`config.mk`:
```
export PLATFORM = sky130hd
export DESIGN_NAME = virq_ctrl
export DESIGN_NICKNAME = d
export VERILOG_FILES = /design/src/rtl/virq_pkg.sv /design/src/rtl/virq_prio.sv /design/src/rtl/virq_seq.sv /design/src/rtl/virq_regs.sv /design/src/rtl/virq_ctrl.sv
export SDC_FILE = /design/constraint.sdc
export NUM_CORES = 1
export LEC_CHECK = 0
export CAP_MARGIN = 20
export CORE_UTILIZATION = 40
export DETAILED_ROUTE_END_ITERATION = 16
export DONT_BUFFER_PORTS = 1
export GPL_TIMING_DRIVEN = 0
export HOLD_SLACK_MARGIN = 0.1
export PLACE_DENSITY = 0.6
export SYNTH_ARGS = -nofsm -noshare
export SYNTH_HDL_FRONTEND = slang
export SYNTH_SLANG_ARGS = --single-unit
```
`constraint.sdc`:
```
create_clock -name clk -period 8.94 [get_ports clk]
set_input_delay 0.894 -clock clk [delete_from_list [all_inputs] [get_ports clk]]
set_output_delay 0.894 -clock clk [all_outputs]
set_load 0.01 [all_outputs]
```
`src/rtl/virq_pkg.sv`:
```
package virq_pkg;
  localparam int DW      = 32;
  localparam int LEN_W   = 16;
  localparam int LEN_LSB = 3;

  localparam int W_CTL = 0;
  localparam int W_RAW = 1;
  localparam int W_ENA = 2;
  localparam int W_DIS = 3;
  localparam int W_MSK = 4;
  localparam int W_VEC = 5;
  localparam int W_SWI = 6;
  localparam int W_EOI = 7;
  localparam int W_TBL = 8;

  typedef enum logic [1:0] {
    ST_IDLE  = 2'd0,
    ST_SERVE = 2'd1,
    ST_HOLD  = 2'd2
  } seq_st_t;
endpackage

```
`src/rtl/virq_prio.sv`:
```
module virq_prio #(
  parameter int N  = 8,
  parameter int IW = 3
) (
  input  logic [N-1:0]  req,
  output logic          any,
  output logic [IW-1:0] idx
);
  always_comb begin
    idx = '0;
    for (int i = N - 1; i >= 0; i--) begin
      if (req[i]) idx = IW'(i);
    end
  end

  assign any = |req;
endmodule

```
`src/rtl/virq_seq.sv`:
```
module virq_seq
  import virq_pkg::*;
#(
  parameter int N  = 8,
  parameter int IW = 3
) (
  input  logic             clk,
  input  logic             rst_n,
  input  logic             en,
  input  logic             emu,
  input  logic [LEN_W-1:0] len,
  input  logic [N-1:0]     pend,
  input  logic             ack_wr,
  output logic             in_service,
  output logic [IW-1:0]    cur_idx
);
  seq_st_t          st_q;
  logic [LEN_W-1:0] cnt_q;
  logic             any;
  logic [IW-1:0]    win;

  virq_prio #(.N(N), .IW(IW)) u_prio (
    .req (pend),
    .any (any),
    .idx (win)
  );

  always_ff @(posedge clk) begin
    if (!rst_n) begin
      st_q    <= ST_IDLE;
      cnt_q   <= '0;
      cur_idx <= '0;
    end else begin
      case (st_q)
        ST_IDLE: begin
          if (en && any) begin
            st_q    <= ST_SERVE;
            cur_idx <= win;
          end
        end
        ST_SERVE: begin
          if (ack_wr) begin
            if (emu && len != '0) begin
              st_q  <= ST_HOLD;
              cnt_q <= len;
            end else begin
              st_q <= ST_IDLE;
            end
          end
        end
        ST_HOLD: begin
          if (cnt_q <= LEN_W'(1)) st_q <= ST_IDLE;
          else cnt_q <= cnt_q - LEN_W'(1);
        end
        default: st_q <= ST_IDLE;
      endcase
    end
  end

  assign in_service = (st_q == ST_SERVE);

  AST_TAKE_PENDING: assert property (@(posedge clk) disable iff (!rst_n)
    (st_q == ST_IDLE && en && |pend) |=> in_service);
  AST_SEL_FROZEN: assert property (@(posedge clk) disable iff (!rst_n)
    (in_service && !ack_wr) |=> (in_service && $stable(cur_idx)));
  AST_PULSE_QUIET: assert property (@(posedge clk) disable iff (!rst_n)
    (in_service && ack_wr && emu && len != '0) |=> !in_service);
endmodule

```
`src/rtl/virq_regs.sv`:
```
module virq_regs
  import virq_pkg::*;
#(
  parameter int N  = 8,
  parameter int IW = 3,
  parameter int AW = 4
) (
  input  logic             clk,
  input  logic             rst_n,
  input  logic [N-1:0]     irq_in,
  input  logic [AW-1:0]    bus_addr,
  input  logic             bus_wr,
  input  logic [DW-1:0]    bus_wdata,
  input  logic             bus_rd,
  output logic [DW-1:0]    bus_rdata,
  output logic             bus_rvalid,
  input  logic             in_service,
  input  logic [IW-1:0]    cur_idx,
  output logic             en,
  output logic             pol,
  output logic             emu,
  output logic [LEN_W-1:0] len,
  output logic [N-1:0]     pend,
  output logic             ack_wr
);
  localparam int CTL_W = LEN_LSB + LEN_W;

  logic [CTL_W-1:0] ctl_q;
  logic [N-1:0]     mask_q, swi_q, swi_clr;
  logic [DW-1:0]    tbl_q [N];
  logic [DW-1:0]    rd_mux;

  function automatic logic hit(input logic [AW-1:0] a, input int w);
    return a == AW'(w);
  endfunction

  assign en     = ctl_q[0];
  assign pol    = ctl_q[1];
  assign emu    = ctl_q[2];
  assign len    = ctl_q[LEN_LSB +: LEN_W];
  assign ack_wr = bus_wr && hit(bus_addr, W_EOI);
  assign pend   = (irq_in | swi_q) & mask_q;

  always_comb begin
    swi_clr = '0;
    if (ack_wr && in_service) swi_clr[cur_idx] = 1'b1;
  end

  always_ff @(posedge clk) begin
    if (!rst_n) begin
      ctl_q  <= '0;
      mask_q <= '0;
      swi_q  <= '0;
    end else begin
      if (bus_wr && hit(bus_addr, W_CTL)) ctl_q <= bus_wdata[CTL_W-1:0];
      if (bus_wr && hit(bus_addr, W_ENA)) mask_q <= mask_q | bus_wdata[N-1:0];
      if (bus_wr && hit(bus_addr, W_DIS)) mask_q <= mask_q & ~bus_wdata[N-1:0];
      if (bus_wr && hit(bus_addr, W_SWI)) swi_q <= swi_q | bus_wdata[N-1:0];
      else swi_q <= swi_q & ~swi_clr;
    end
  end

  for (genvar g = 0; g < N; g++) begin : g_tbl
    always_ff @(posedge clk) begin
      if (!rst_n) tbl_q[g] <= '0;
      else if (bus_wr && hit(bus_addr, W_TBL + g)) tbl_q[g] <= bus_wdata;
    end
  end

  always_comb begin
    rd_mux = '0;
    if (hit(bus_addr, W_CTL)) rd_mux = DW'(ctl_q);
    if (hit(bus_addr, W_RAW)) rd_mux = DW'(irq_in);
    if (hit(bus_addr, W_MSK)) rd_mux = DW'(mask_q);
    if (hit(bus_addr, W_VEC) && in_service) rd_mux = tbl_q[cur_idx];
    for (int i = 0; i < N; i++) begin
      if (hit(bus_addr, W_TBL + i)) rd_mux = tbl_q[i];
    end
  end

  always_ff @(posedge clk) begin
    if (!rst_n) begin
      bus_rdata  <= '0;
      bus_rvalid <= 1'b0;
    end else begin
      bus_rvalid <= bus_rd;
      if (bus_rd) bus_rdata <= rd_mux;
    end
  end

  AST_ENA_SETS: assert property (@(posedge clk) disable iff (!rst_n)
    (bus_wr && hit(bus_addr, W_ENA)) |=>
      ((mask_q & $past(bus_wdata[N-1:0])) == $past(bus_wdata[N-1:0])));
  AST_DIS_CLEARS: assert property (@(posedge clk) disable iff (!rst_n)
    (bus_wr && hit(bus_addr, W_DIS)) |=>
      ((mask_q & $past(bus_wdata[N-1:0])) == '0));
  AST_SWI_HELD: assert property (@(posedge clk) disable iff (!rst_n)
    (bus_wr && hit(bus_addr, W_SWI)) |=>
      ((swi_q & $past(bus_wdata[N-1:0])) == $past(bus_wdata[N-1:0])));
  AST_RD_VALID: assert property (@(posedge clk) disable iff (!rst_n)
    bus_rd |=> bus_rvalid);
endmodule

```
`src/rtl/virq_ctrl.sv`:
```
module virq_ctrl
  import virq_pkg::*;
#(
  parameter int N  = 8,
  parameter int IW = (N > 1) ? $clog2(N) : 1,
  parameter int AW = $clog2(W_TBL + N)
) (
  input  logic          clk,
  input  logic          rst_n,
  input  logic [N-1:0]  irq_in,
  input  logic [AW-1:0] bus_addr,
  input  logic          bus_wr,
  input  logic [31:0]   bus_wdata,
  input  logic          bus_rd,
  output logic [31:0]   bus_rdata,
  output logic          bus_rvalid,
  output logic          irq_master
);
  logic             en, pol, emu, ack_wr, in_service;
  logic [LEN_W-1:0] len;
  logic [N-1:0]     pend;
  logic [IW-1:0]    cur_idx;

  virq_regs #(.N(N), .IW(IW), .AW(AW)) u_regs (
    .clk        (clk),
    .rst_n      (rst_n),
    .irq_in     (irq_in),
    .bus_addr   (bus_addr),
    .bus_wr     (bus_wr),
    .bus_wdata  (bus_wdata),
    .bus_rd     (bus_rd),
    .bus_rdata  (bus_rdata),
    .bus_rvalid (bus_rvalid),
    .in_service (in_service),
    .cur_idx    (cur_idx),
    .en         (en),
    .pol        (pol),
    .emu        (emu),
    .len        (len),
    .pend       (pend),
    .ack_wr     (ack_wr)
  );

  virq_seq #(.N(N), .IW(IW)) u_seq (
    .clk        (clk),
    .rst_n      (rst_n),
    .en         (en),
    .emu        (emu),
    .len        (len),
    .pend       (pend),
    .ack_wr     (ack_wr),
    .in_service (in_service),
    .cur_idx    (cur_idx)
  );

  assign irq_master = (en && in_service) ? pol : !pol;

  AST_OFF_QUIET: assert property (@(posedge clk) disable iff (!rst_n)
    !en |=> (!en || !in_service || $past(in_service)));
endmodule

```
==> flow_metrics.py <==
metrics = {
    "outcome": {
        "status": "complete, no violations",
    },
    "grt": {
        "antenna_found_initial": 1,
        "grt_start_max_net_pins": 20,
        "overflow": 0,
        "grt_usage": 0.2868,
        "grt_pass1_wl_um": 96090,
        "grt_pass1_vias": 14049,
    },
    "timing": {
        "rsz0062_at_grt": "no",
        "worstMarginPinSlew_ps": 1094,
        "period_share": 0.4094,
        "fin_skew_ps": 12.31,
        "setup_viol": 0,
        "fmax_mhz": 273.2,
        "setup-tns-final_ps": 0,
        "hold_viol_final": 0,
        "fin_ws_ps": 5280,
        "slew_headroom": 0.2644,
        "fin_crit_ps": 3660,
        "slew_violations": 0,
    },
    "pwr": {
        "irDropWorstVdd_uv": 126.9,
        "leakage_nw": 6.985,
        "power_density_nw_per_um2": 184.3,
    },
    "layout": {
        "diodes": 0,
        "final_cells": 2267,
        "drive_above_1_share": 0.1409,
        "fin_nets": 1696,
        "area_growth_pct": 13.04,
    },
    "placed_design": {
        "dp_cells": 2196,
        "dpl.hpwl_um": 44960,
        "port_buffers": 0,
        "pre_cts_ws_ps": 4892,
        "gp_congestion": 0.9144,
    },
    "floorplanning": {
        "io_pins": 82,
        "die_x_um": 214.8,
        "core_area_um2": 44410,
        "dieArea_um2": 46130,
        "die_h_um": 214.8,
        "start_util": 0.4078,
        "placementRows": 77,
    },
    "worst_setup_path": {
        "cp.depth": 7,
        "crit_top_cell": "clkbuf_1",
        "r2r-start": "u_seq.st_q[1]",
        "crit_arrival_ps": 3920,
        "endpoint_kind": "register",
        "cp.required_ps": 9200,
        "crit_buf_inv": 4,
        "crit_path_cell_trace": "buf_4 > nor2b_1 > clkbuf_1 > clkbuf_1 > nand2_1 > o21ai_4 > buf_16",
        "crit_family": "buffers and inverters",
        "cp_slowest_stage_delay_ps": 900,
        "crit_path_end": "u_regs.tbl_q[2][24]",
        "critPathLaunch": "bus_addr[3]",
        "rr_worst_depth": 6,
        "timing.rr.end": "u_regs.bus_rdata[19]",
        "r2r_setup_slack_ps": 6270,
        "crit_type": "input port to register",
        "cp_slowest_cell": "o21ai_4",
        "cp_max_fo": 19,
        "start_kind": "input port",
    },
    "routing": {
        "routed_via_density": 6.365,
        "dr.pass1.iters": 6,
        "drt_iter0_markers": 2264,
        "wl_um": 66790,
        "postRouteAntennaNets": 0,
        "wl_per_cell_um": 29.46,
        "drc": 0,
        "vias": 14430,
    },
    "logic_synthesis": {
        "ys_seq_area_frac": 0.5261,
        "synth_cells": 1591,
        "synth.avg_cell_area_um2": 11.38,
        "yosysWarningCount": 0,
        "ys.flop_type": "edfxtp_1",
        "synthTopCellsByArea": "edfxtp_1 42%, dfxtp_1 10%, and2_1 9.2%",
        "syn_nets": 1641,
        "synth-edff-count": 256,
        "synth_most_common_cell": "and2_1",
        "ys_ff_latch": 348,
        "ys_top_cells_by_count": "265 x and2_1, 256 x edfxtp_1, 134 x nand2_1, 92 x a21oi_1, 92 x dfxtp_1",
        "synth_cell_type_count": 74,
        "synth_top_area_frac": 0.4245,
        "netlist_area_um2": 18110,
        "synth.largest_area_cell": "edfxtp_1",
        "synth-async-reset-ratio": 0,
    },
    "clocking": {
        "postCtsSetupBuffers": 0,
        "cts.repair.resized": 0,
        "cts_tree": "built",
        "clock_path_buffers": 3,
        "cts_made_buffers": 40,
        "htree_levels": 2,
        "cts_sinks": 348,
        "clk_pin_slew_ps": 60,
        "cts_root_buffer": "clkbuf_16",
        "clock_latency_ps": 570,
        "cts-hold-fix-buffers": 0,
    },
    "flow_run": {
        "maxCapViolations": 0,
    },
    "hold_path": {
        "min_path_type": "input port to register",
    },
}
## per-layer routing
metal / GRT usage / vias up / wire length, um
met2: 0.4361 / 1028 / 29550
met4: 0.1374 / 2 / 3129
met1: 0.3790 / 7084 / 25550
met3: 0.07558 / 216 / 8469
met5: 0.01354 / - / 91
li1: - / 6100 / -
## logic make-up after synthesis
family	Yosys count	share of synthesized area
compound gates	374	0.1397
buf+inv	153	0.03724
xor+xnor	1	0.0004837
mux	141	0.1228
fa+ha+maj	2	0.001381
simple gates	572	0.1723
flops	348	0.5261
## power by group
| part | internal, mW | switching (mW) |
|---|---|---|
| combinational | 0.113 | 0.204 |
| clock | 0.884 | 0.694 |
| sequential | 1.82 | 0.0610 |
| total | 2.81 | 0.959 |
## metrics by stage
| stage | hold slack, ps | total power [mW] | area (um^2) | util |
|---|---|---|---|---|
| floorplan | 433.5 | 2.072 | 18110 | - |
| global placement | 448.4 | 2.197 | 18850 | 0.4245 |
| detailed placement | 465.8 | 2.215 | 19250 | 0.4334 |
| CTS | 417.4 | 3.764 | 20470 | 0.4609 |
| global route | 431.5 | 3.847 | 20470 | 0.4609 |
| finish | 427.8 | 3.774 | 20470 | 0.4609 |
## how the worst min path moves through the flow
stage / from / end / slack [ps] / cells past startpoint
after floorplan: u_seq.cnt_q[10] / u_seq.cnt_q[10] / 430 / 2
after global placement: u_seq.cnt_q[10] / u_seq.cnt_q[10] / 450 / 2
after detailed placement: u_seq.cnt_q[10] / u_seq.cnt_q[10] / 470 / 2
after CTS: bus_wdata[7] / register / 420 / 1
after global routing: bus_wdata[7] / register / 430 / 1
final: bus_wdata[7] / register / 430 / 1
## state kept, by name, indices dropped and copies added, names as in the netlist, named ones only
name and count:
u_regs.bus_rdata 32, u_regs.bus_rvalid 1, u_regs.ctl_q 19, u_regs.swi_q 8, u_regs.tbl_q 256, u_seq.cnt_q 16, u_seq.cur_idx 3, u_seq.st_q 2
## layout by cell type (no fill, tap or decap), types with 10 or more instances in the layout
master	Yosys	final
o211ai_1	29	29
nand2_1	134	134
clkbuf_1	69	76
nor4_1	10	10
a211oi_1	15	15
a21oi_1	92	92
buf_2	34	34
o21ai_0	71	64
dfxtp_1	92	92
o22ai_1	19	19
clkbuf_16	0	42
nor3_1	23	23
inv_1	26	26
mux2i_1	56	56
and2_1	265	265
nor2b_1	16	16
o31ai_1	17	16
nand3_1	20	20
mux4_2	60	60
edfxtp_1	256	256
a31oi_1	12	12
o221ai_1	18	18
a32o_1	17	17
nor2_1	65	65
mux2_2	23	23
a22oi_1	16	16
## area by class of cell
cell class              count  area, um^2
repair buffers             13       305.3
multi-input cells        1090        8000
plain buffers             125       569.3
clock buffers              52        1119
clock inverters            19       103.9
well taps                 592       740.7
flip-flops and latches    348        9529
inverters                  28       105.1
fillers                  3991       23940
No activity file was read; power rests on OpenSTA's default activity.
